==> src/rtl/spi_sclk_pkg.sv <==
package spi_sclk_pkg;
  localparam int unsigned CTRL_W = 16;
  localparam int unsigned RATE_W = 8;

  typedef struct packed {
    logic [RATE_W-1:0] rate;
    logic              cpol;
    logic              cpha;
  } sclk_cfg_t;

  function automatic sclk_cfg_t decode_ctrl(input logic [CTRL_W-1:0] w);
    sclk_cfg_t c;
    c.rate = w[15:8];
    c.cpol = w[7];
    c.cpha = w[6];
    return c;
  endfunction
endpackage

==> src/rtl/spi_sclk_prescale.sv <==
module spi_sclk_prescale #(
  parameter int unsigned HALF_W = 7
) (
  input  logic              clk_i,
  input  logic              rst_ni,
  input  logic              run_i,
  input  logic [HALF_W-1:0] half_i,   // prescale / 2
  output logic              tick_o
);
  logic [HALF_W-1:0] cnt_q, lim;

  // a zero half count behaves as one (prescale 2)
  assign lim    = (half_i == '0) ? '0 : half_i - 1'b1;
  assign tick_o = run_i && (cnt_q >= lim);

  always_ff @(posedge clk_i or negedge rst_ni) begin
    if (!rst_ni)     cnt_q <= '0;
    else if (!run_i) cnt_q <= '0;
    else if (tick_o) cnt_q <= '0;
    else             cnt_q <= cnt_q + 1'b1;
  end
endmodule

==> src/rtl/spi_sclk_rate_div.sv <==
module spi_sclk_rate_div #(
  parameter int unsigned RATE_W = 8
) (
  input  logic              clk_i,
  input  logic              rst_ni,
  input  logic              run_i,
  input  logic              tick_i,
  input  logic [RATE_W-1:0] rate_i,
  output logic              half_o
);
  logic [RATE_W-1:0] cnt_q;

  assign half_o = tick_i && (cnt_q >= rate_i);

  always_ff @(posedge clk_i or negedge rst_ni) begin
    if (!rst_ni)     cnt_q <= '0;
    else if (!run_i) cnt_q <= '0;
    else if (tick_i) cnt_q <= half_o ? '0 : cnt_q + 1'b1;
  end
endmodule

==> src/rtl/spi_sclk_edge.sv <==
module spi_sclk_edge (
  input  logic clk_i,
  input  logic rst_ni,
  input  logic run_i,
  input  logic half_i,
  input  logic cpol_i,
  input  logic cpha_i,
  output logic sclk_o,
  output logic launch_o,
  output logic sample_o
);
  logic sclk_q, launch_q, sample_q, leading;

  assign leading = (sclk_q == cpol_i);

  always_ff @(posedge clk_i or negedge rst_ni) begin
    if (!rst_ni) begin
      sclk_q   <= 1'b0;
      launch_q <= 1'b0;
      sample_q <= 1'b0;
    end else if (!run_i) begin
      sclk_q   <= cpol_i;
      launch_q <= 1'b0;
      sample_q <= 1'b0;
    end else begin
      if (half_i) sclk_q <= ~sclk_q;
      launch_q <= half_i && (leading == cpha_i);
      sample_q <= half_i && (leading != cpha_i);
    end
  end

  assign sclk_o   = sclk_q;
  assign launch_o = launch_q;
  assign sample_o = sample_q;
endmodule

==> src/rtl/spi_sclk_gen.sv <==
module spi_sclk_gen
  import spi_sclk_pkg::*;
#(
  parameter int unsigned PRE_W = 8
) (
  input  logic              clk_i,
  input  logic              rst_ni,
  input  logic              en_i,
  input  logic [PRE_W-1:0]  prescale_i,
  input  logic [CTRL_W-1:0] ctrl_word_i,
  input  logic              run_i,
  output logic              sclk_o,
  output logic              launch_o,
  output logic              sample_o
);
  localparam int unsigned HALF_W = PRE_W - 1;

  sclk_cfg_t cfg;
  logic      active, tick, half_end;
  logic      unused_bits;

  assign cfg         = decode_ctrl(ctrl_word_i);
  assign active      = en_i && run_i;
  assign unused_bits = ^{prescale_i[0], ctrl_word_i[5:0]};

  spi_sclk_prescale #(.HALF_W(HALF_W)) u_pre (
    .clk_i  (clk_i),
    .rst_ni (rst_ni),
    .run_i  (active),
    .half_i (prescale_i[PRE_W-1:1]),
    .tick_o (tick)
  );

  spi_sclk_rate_div #(.RATE_W(RATE_W)) u_rate (
    .clk_i  (clk_i),
    .rst_ni (rst_ni),
    .run_i  (active),
    .tick_i (tick),
    .rate_i (cfg.rate),
    .half_o (half_end)
  );

  spi_sclk_edge u_edge (
    .clk_i    (clk_i),
    .rst_ni   (rst_ni),
    .run_i    (active),
    .half_i   (half_end),
    .cpol_i   (cfg.cpol),
    .cpha_i   (cfg.cpha),
    .sclk_o   (sclk_o),
    .launch_o (launch_o),
    .sample_o (sample_o)
  );
endmodule

==> config.mk <==
export PLATFORM = sky130hd
export DESIGN_NAME = spi_sclk_gen
export DESIGN_NICKNAME = d
export VERILOG_FILES = /design/src/rtl/spi_sclk_pkg.sv /design/src/rtl/spi_sclk_prescale.sv /design/src/rtl/spi_sclk_rate_div.sv /design/src/rtl/spi_sclk_edge.sv /design/src/rtl/spi_sclk_gen.sv
export SDC_FILE = /design/constraint.sdc
export NUM_CORES = 1
export LEC_CHECK = 0
export BUFFER_PORTS_ARGS = -buffer_cell sky130_fd_sc_hd__buf_2
export CORE_UTILIZATION = 57
export CTS_CLUSTER_SIZE = 10
export DETAILED_ROUTE_END_ITERATION = 6
export GPL_TIMING_DRIVEN = 0
export PLACE_DENSITY_LB_ADDON = 0.08
export SYNTH_ARGS = -nofsm -noshare
export SYNTH_HDL_FRONTEND = slang
export SYNTH_SLANG_ARGS = --single-unit
export TNS_END_PERCENT = 100
==> constraint.sdc <==
create_clock -name clk_i -period 3.89 [get_ports clk_i]
set_input_delay 0.1945 -clock clk_i [delete_from_list [all_inputs] [get_ports clk_i]]
set_output_delay 0.1945 -clock clk_i [all_outputs]
set_load 0.01 [all_outputs]
* Yosys cells after proc, flatten, opt, wreduce, memory -nomap -nowiden
Cells that the tools add are included.
** Cells by class
- Reduce and logical (&&, ||, !) cells :: 6
- $lt $le $gt $ge :: 2
- Mux-type cells :: 10
- Bitwise gates (word level) :: 1
- Eq/ne operators :: 5
- Add/sub/neg operators :: 3
** Operator list (number)
- 2-to-1 mux 8 bit :: 3
- 2-to-1 mux 7 bit :: 3
- adder 8 x 1 -> 8 bit, second input constant :: 1
- >= comparator 8 bit :: 1
- adder 7 x 1 -> 7 bit, second input constant :: 1
- >= comparator 7 bit :: 1
- logical NOT 7 bit :: 1
- subtractor 7 x 1 -> 7 bit, second input constant :: 1
- logical AND 1 bit :: 5
- 2-to-1 mux 1 bit :: 4
- inequality test 2 bit, second input constant :: 2
- == test 1 bit :: 2
- inequality test 1 bit :: 1
- NOT 1 bit :: 1
** Word-level totals
- Word-level logic and storage cells :: 32
- Output and inout port bits :: 3
- Register bits :: 18
- Bits of input ports :: 28

* Depth between registers and ports, before layout
- Depth after elaboration :: 8
- Mapped depth :: 13
- Depth with buffers taken out :: 12

* Cells and area by module
Synthesis repeated with hierarchy kept, for this count alone.
** Unflattened totals
- Cells, all modules :: 149
- Area, all modules :: 1412.6 µm²
** By module, submodules not included
- spi_sclk_rate_div :: area each 676.9 µm², sequential area each 200.2 µm², instances 1, cells an instance 74
- spi_sclk_prescale :: area each 593.1 µm², sequential area each 175.2 µm², instances 1, cells an instance 64
- spi_sclk_edge :: area each 136.4 µm², sequential area each 75.1 µm², instances 1, cells an instance 10
- spi_sclk_gen :: area each 6.3 µm², sequential area each 0.0 µm², instances 1, cells an instance 1

* Worst setup path before layout
No wires, ideal clock.
- Kind :: input to register
- Start point :: input prescale_i[1]
- End point :: register u_edge.sclk_q, in the netlist u_edge.sclk_o
- Buffers on the path :: 0
- Slack :: 1.357 ns
- Cell stages on the path :: 12
- Library setup time :: 0.081 ns
- Data arrival time :: 2.452 ns
- Path through :: inv_1 ha_1 nand2_1 or3_1 or2_0 and2_1 ha_1 nor2b_1 o21ai_0 a31oi_2 or3_1 a31oi_2
** Between the ends
- Longest elaborated chain between the ends :: 6
- Elaborated cells between the ends (all ways) :: 7
- Classes of those cells :: 1 x add/sub; 1 x order compare; 1 x eq/ne; 1 x mux; 3 x reduce/logical
** RTL lines
- from (decl) :: RTL line spi_sclk_gen.sv:9 : input logic [PRE_W-1:0] prescale_i,
- subtractor 7 x 1 -> 7 bit or logical NOT 7 bit (tied branches) :: RTL line spi_sclk_prescale.sv:13 : assign lim = (half_i == '0) ? '0 : half_i - 1'b1;
- 2-to-1 mux 7 bit (*) :: RTL line spi_sclk_prescale.sv:13
- >= comparator 7 bit (*) :: RTL line spi_sclk_prescale.sv:14 : assign tick_o = run_i && (cnt_q >= lim);
- logical AND 1 bit (*) :: RTL line spi_sclk_prescale.sv:14
- logical AND 1 bit (*) :: RTL line spi_sclk_rate_div.sv:13 : assign half_o = tick_i && (cnt_q >= rate_i);
- inequality test 2 bit (no line) (*)
- to (signal assigned) :: RTL line spi_sclk_edge.sv:22 : sclk_q <= cpol_i;
- to (signal assigned) :: RTL line spi_sclk_edge.sv:26 : if (half_i) sclk_q <= ~sclk_q;
- to (decl) :: RTL line spi_sclk_edge.sv:12 : logic sclk_q, launch_q, sample_q, leading;
Every way passes the cells marked *; elsewhere a longest branch is shown, timed or not.
A chain may end at the register's enable or synchronous reset.

* Worst setup path after layout
- Start point :: input prescale_i[1]
- End point :: register u_pre.cnt_q[6]
** Between the ends
- Longest elaborated chain between the ends :: 6
- Elaborated cells between the ends (all ways) :: 7
- Classes of those cells :: 1 x add/sub; 1 x order compare; 3 x mux; 2 x reduce/logical
** RTL lines
- subtractor 7 x 1 -> 7 bit or logical NOT 7 bit (tied branches) :: RTL line spi_sclk_prescale.sv:13
- 2-to-1 mux 7 bit (*) :: RTL line spi_sclk_prescale.sv:13
- >= comparator 7 bit (*) :: RTL line spi_sclk_prescale.sv:14
- logical AND 1 bit (*) :: RTL line spi_sclk_prescale.sv:14
- 2-to-1 mux 7 bit (*) :: RTL line spi_sclk_prescale.sv:19 : else if (tick_o) cnt_q <= '0;
- 2-to-1 mux 7 bit (*) :: RTL line spi_sclk_prescale.sv:18 : else if (!run_i) cnt_q <= '0;
- to (signal assigned) :: RTL line spi_sclk_prescale.sv:20 : else cnt_q <= cnt_q + 1'b1;
- to (decl) :: RTL line spi_sclk_prescale.sv:10 : logic [HALF_W-1:0] cnt_q, lim;
Marks and branches as above.

==> out/results.txt <==
Counting cells, the worst reg-to-reg path comes to 7. In the final layout, flip-flops and latches occupy 450 um2. The hold violation count in the final report came out at 0. The per-cell via count in the routed design came out at 5.46. Of the synthesized area, sequential elements account for 33.4%. Setup repair after global routing left no endpoint under its margin. The tools report the post-cts sizing count as 0. Endpoint class of the critical path: a flip-flop. The simple logic cell fraction of the synthesized area was 24.3%. The floorplan has 17 rows. The uppermost signal routing layer after detailed routing is met4. In this run the critical register-to-register path is captured at u_pre.cnt_q[6]$_DFF_PN0_.

Before antenna repair, the detailed router went through 4 iterations. The setup slack of the most critical reg-to-reg path came out at 1.84 ns. The type of the worst min-delay path was in -> reg. The repair_antennas step left the layout with diodes totalling 0. The ratio of final minimum period to clock period was 67.2%.

The critical path data required time was 4.11 ns; the final worst-path setup slack was 1.28 ns. The maximum number of pins on one net before global-route repair is 19. After detailed routing, the number of remaining DRC violations is 0.

Cells with a size suffix above 1 make up 19.3% of the layout. Startpoint of the worst hold path: ctrl_word_i[7]. In the global route stage, overall resource usage came out at 24.1%. Power density relative to cell area: 219 nW/um2. After global routing the overflow that remains totals 0.

Dividing the synthesized area by the synthesized cell count gives 8.44 um2. The max-slew violation count is 0, and the estimated wirelength of the detail-placed design is 2170 um. The number of fillers in the final layout came out at 178. The multiplexer area fraction after synthesis is 0%, and the final critical-path required period is 2.61 ns. The tools report the floorplan die area as 2570 um2. Startpoint class of the critical path: an input port. After clock tree synthesis, the clock-pin slew on the worst setup and hold paths is 0.09 ns. The count of antenna-violating nets left after detailed routing was 0.

The worst hold path terminates at u_edge.sclk_o$_DFFE_PN0P_. The area of the multi-input gates came out at 835 um2. The run gives 18 as the number of clock sinks. Number of failing setup endpoints in the final timing report: 0. The run finished with clean final reports. Among all stages on the critical path, the largest delay is contributed by sky130_fd_sc_hd__a221o_1. The starting density of the core came out at 61.0%.

The synthesized netlist devotes 13.7% of its cell area to compound gates. At the placement stage, the worst setup path has a slack of 0.979 ns. The routed wirelength normalized by instance count was 12.0 um. The routed layout has 1,174 vias.

In this run, the number of DRC markers left after iteration 0 of detailed routing was 25. Summed over all nets, wire length on met3 after detailed routing comes to 93 um. Counting along the longest clock path gives a buffer depth of 2. In the final routing, the length of wire on met1 measures 1210 um. The run gives 31 as the top-level port count. At the end of routability-driven placement, the weighted congestion stood at 0.857. TritonCTS built the clock tree.

STA puts the critical path data arrival time at 2.83 ns. The worst pin sits at a relative slew slack of 74.7%. The launching point of the worst reg2reg path was u_pre.cnt_q[5]$_DFF_PN0_. The run gives 1350 um2 as the netlist area before placement. The synthesized design contains 18 register bits. The tools report the buffers inserted during post-CTS setup optimization as 0.

The maximum fanout along the worst path was 10. The aggregate negative setup slack is 0 ns. Clock latency on the worst-skew pair, taken at its later pin, is 0.29 ns.

After the last flow step, the layout net total stands at 235. The total buffers and inverters traversed by the critical path came out at 3. The cell class contributing the biggest share of worst-path delay is simple AND/OR/NAND/NOR gates.

Counting distinct cell types in the post-synthesis netlist gives 35. The transition at the pin with the smallest max-transition slack was 0.376 ns; the detailed-route wire length was 2590 um. The worst setup path is of the in -> reg kind. The worst hold path passes through 3 cells. Summing the areas of all fa, ha and maj instances in the mapped netlist gives 16.7% of the synthesized area. The floorplan step set the die height to 50.7 um. For the core footprint, the log shows 2210 um2. The number of clock buffers inserted by TritonCTS is 3. For the final database, setup skew stands at 0.00606 ns. VDD sags by at most 0.000235 V. The instance count of the mapped netlist was 160; the xor and xnor fraction of the mapped netlist area was 7.14%. The largest single stage delay on the critical path is 0.34 ns. The number of nets produced by synthesis is 206, and the first-pass GRT wire length is 4660 um. Wire segments on met2 add up to 1270 um in the final route.

The signal on the critical path passes through buf_2, inv_1, ha_1, nand2_1, or3_1, or2_0, nand2_1, ha_1, and3_1, a221o_1, a31oi_2, buf_6, nand2_2, nor2_1. Yosys synthesis warning count: 0. The tree is rooted in a sky130_fd_sc_hd__clkbuf_4.

The number of antenna violations at the first check in global routing was 0; the number of buffers added on ports was 23. Top achievable clock speed: 383 MHz. Max-cap violations in this run came to 0.

Number of global-route vias before repair: 1,137. By area, the combinational part of the netlist is dominated by simple AND/OR/NAND/NOR gates. In this run the static leakage power is 0.754 nW. In this run the horizontal extent of the chip is 50.7 um. Relative to the synthesized area, the layout overhead comes to 13.5%. The maximum level of the CTS H-tree was 1.
[cell families (layout without fill, tap and decap cells)]
family,after synthesis,after routing
AND/OR/NAND/NOR,70,70
AO/OA/AOI/OAI,28,28
adder cells (fa/ha/maj),18,18
flip-flops,18,18
buffers and inverters,15,42
XOR/XNOR,11,11
[state kept, by name (all words and copies together) (netlist names)]
| name | flops |
|---|---|
| u_rate.cnt_q | 8 |
| u_pre.cnt_q | 7 |
| u_edge.launch_o | 1 |
| u_edge.sample_o | 1 |
| u_edge.sclk_o | 1 |
[how the worst max path moves through the flow]
stage             startpoint                         to  slack, ns  depth (start not counted)
4_1_cts        prescale_i[1]   u_pre.cnt_q[6]$_DFF_PN0_       1.28                         14
3_3_place_gp   prescale_i[1]  u_edge.sclk_o$_DFFE_PN0P_       1.04                         13
5_1_grt        prescale_i[1]   u_pre.cnt_q[6]$_DFF_PN0_       1.07                         14
3_5_place_dp   prescale_i[1]   u_pre.cnt_q[6]$_DFF_PN0_       0.98                         14
6_report       prescale_i[1]   u_pre.cnt_q[6]$_DFF_PN0_       1.28                         14
2_1_floorplan  prescale_i[1]  u_edge.sclk_o$_DFFE_PN0P_       1.36                         12
[power by group]
| group | switching, mW | total (mW) | leakage (nW) | internal [mW] |
|---|---|---|---|---|
| combinational | 0.0311 | 0.0568 | 0.493 | 0.0258 |
| sequential | 0.00238 | 0.191 | 0.248 | 0.189 |
| clock | 0.0516 | 0.0875 | 0.0138 | 0.0360 |
| total | 0.0850 | 0.336 | 0.754 | 0.251 |
[repair_timing]
item,CTS,global route
endpoints found under the setup margin,0,0
hold buffers,1,0
hold endpoints to repair,18,0
[area by class of cell]
class                           count  area share [%]
Inverter                           12            2.94
Clock buffer                        3            1.47
Buffer                              3            1.31
Multi-Input combinational cell    127            54.4
Timing Repair Buffer               24            8.16
Sequential cell                    18            29.4
Tap cell                           28            2.29
[tightest hold or removal path: stages]
cell,delay (ns)
sky130_fd_sc_hd__buf_2,0.10
sky130_fd_sc_hd__nor2_1,0.05
sky130_fd_sc_hd__a31oi_2,0.13
[per-stage QoR]
step	cells	cell area, um2	hold WS, ns	utilization (%)	power [mW]
finish	215	1530	0.213	69.3	0.336
floorplan	160	1350	-0.101	-	0.228
global placement	211	1500	0.137	67.8	0.248
global route	215	1530	0.215	69.3	0.353
detailed placement	211	1500	0.146	67.8	0.252
CTS	215	1530	0.208	69.3	0.341
[synthesized netlist by cell type]
library cell                n  area share (%)
sky130_fd_sc_hd__or3_1      4             1.9
sky130_fd_sc_hd__a31oi_1    2            0.93
sky130_fd_sc_hd__nand3_1   10             3.7
sky130_fd_sc_hd__clkbuf_1   1            0.28
sky130_fd_sc_hd__or2_2      2            0.93
sky130_fd_sc_hd__and2_1     2            0.93
sky130_fd_sc_hd__nor3_1     5             1.9
sky130_fd_sc_hd__a311oi_1   1            0.65
sky130_fd_sc_hd__a31oi_2    2             1.9
sky130_fd_sc_hd__buf_2      1            0.37
sky130_fd_sc_hd__nand2_2    1            0.46
sky130_fd_sc_hd__a21oi_1    9             3.3
sky130_fd_sc_hd__a221o_1    1            0.74
sky130_fd_sc_hd__a211oi_1   1            0.56
sky130_fd_sc_hd__o21ai_0    3             1.1
sky130_fd_sc_hd__or2_0      1            0.46
sky130_fd_sc_hd__nand2_1   24             6.7
sky130_fd_sc_hd__xor2_1     4             2.6
sky130_fd_sc_hd__and3_1     3             1.4
sky130_fd_sc_hd__buf_6      1            0.83
sky130_fd_sc_hd__a21oi_2    1            0.65
sky130_fd_sc_hd__a31o_2     1            0.65
sky130_fd_sc_hd__o21ai_2    1            0.65
sky130_fd_sc_hd__nor3b_1    1            0.56
sky130_fd_sc_hd__nand2b_1   1            0.46
sky130_fd_sc_hd__nand4_1    1            0.46
sky130_fd_sc_hd__dfrtp_1   18              33
sky130_fd_sc_hd__inv_1     12             3.3
sky130_fd_sc_hd__nor2_1    13             3.6
sky130_fd_sc_hd__o22ai_1    2            0.93
sky130_fd_sc_hd__o21ai_1    3             1.1
sky130_fd_sc_hd__xnor2_1    7             4.5
sky130_fd_sc_hd__ha_1      18              17
sky130_fd_sc_hd__a21o_1     1            0.56
sky130_fd_sc_hd__nor2b_1    2            0.93
[routing by layer]
layer | up-vias | GRT usage, %
met3 | 2 | 6.67
met2 | 23 | 42.0
met5 | - | 0
li1 | 610 | -
met1 | 539 | 30.3
met4 | 0 | 2.78
[cell usage in the layout, fill, tap and decap left out, types with 3 or more instances in the layout]
master | Yosys | final
sky130_fd_sc_hd__a21oi_1 | 9 | 9
sky130_fd_sc_hd__inv_1 | 12 | 12
sky130_fd_sc_hd__or3_1 | 4 | 4
sky130_fd_sc_hd__xor2_1 | 4 | 4
sky130_fd_sc_hd__nand2_1 | 24 | 24
sky130_fd_sc_hd__nor3_1 | 5 | 5
sky130_fd_sc_hd__xnor2_1 | 7 | 7
sky130_fd_sc_hd__nand3_1 | 10 | 10
sky130_fd_sc_hd__and3_1 | 3 | 3
sky130_fd_sc_hd__o21ai_1 | 3 | 3
sky130_fd_sc_hd__nor2_1 | 13 | 13
sky130_fd_sc_hd__buf_2 | 1 | 24
sky130_fd_sc_hd__dfrtp_1 | 18 | 18
sky130_fd_sc_hd__ha_1 | 18 | 18
sky130_fd_sc_hd__o21ai_0 | 3 | 3
sky130_fd_sc_hd__clkbuf_4 | 0 | 3
No activity file was read; power rests on OpenSTA's default activity.
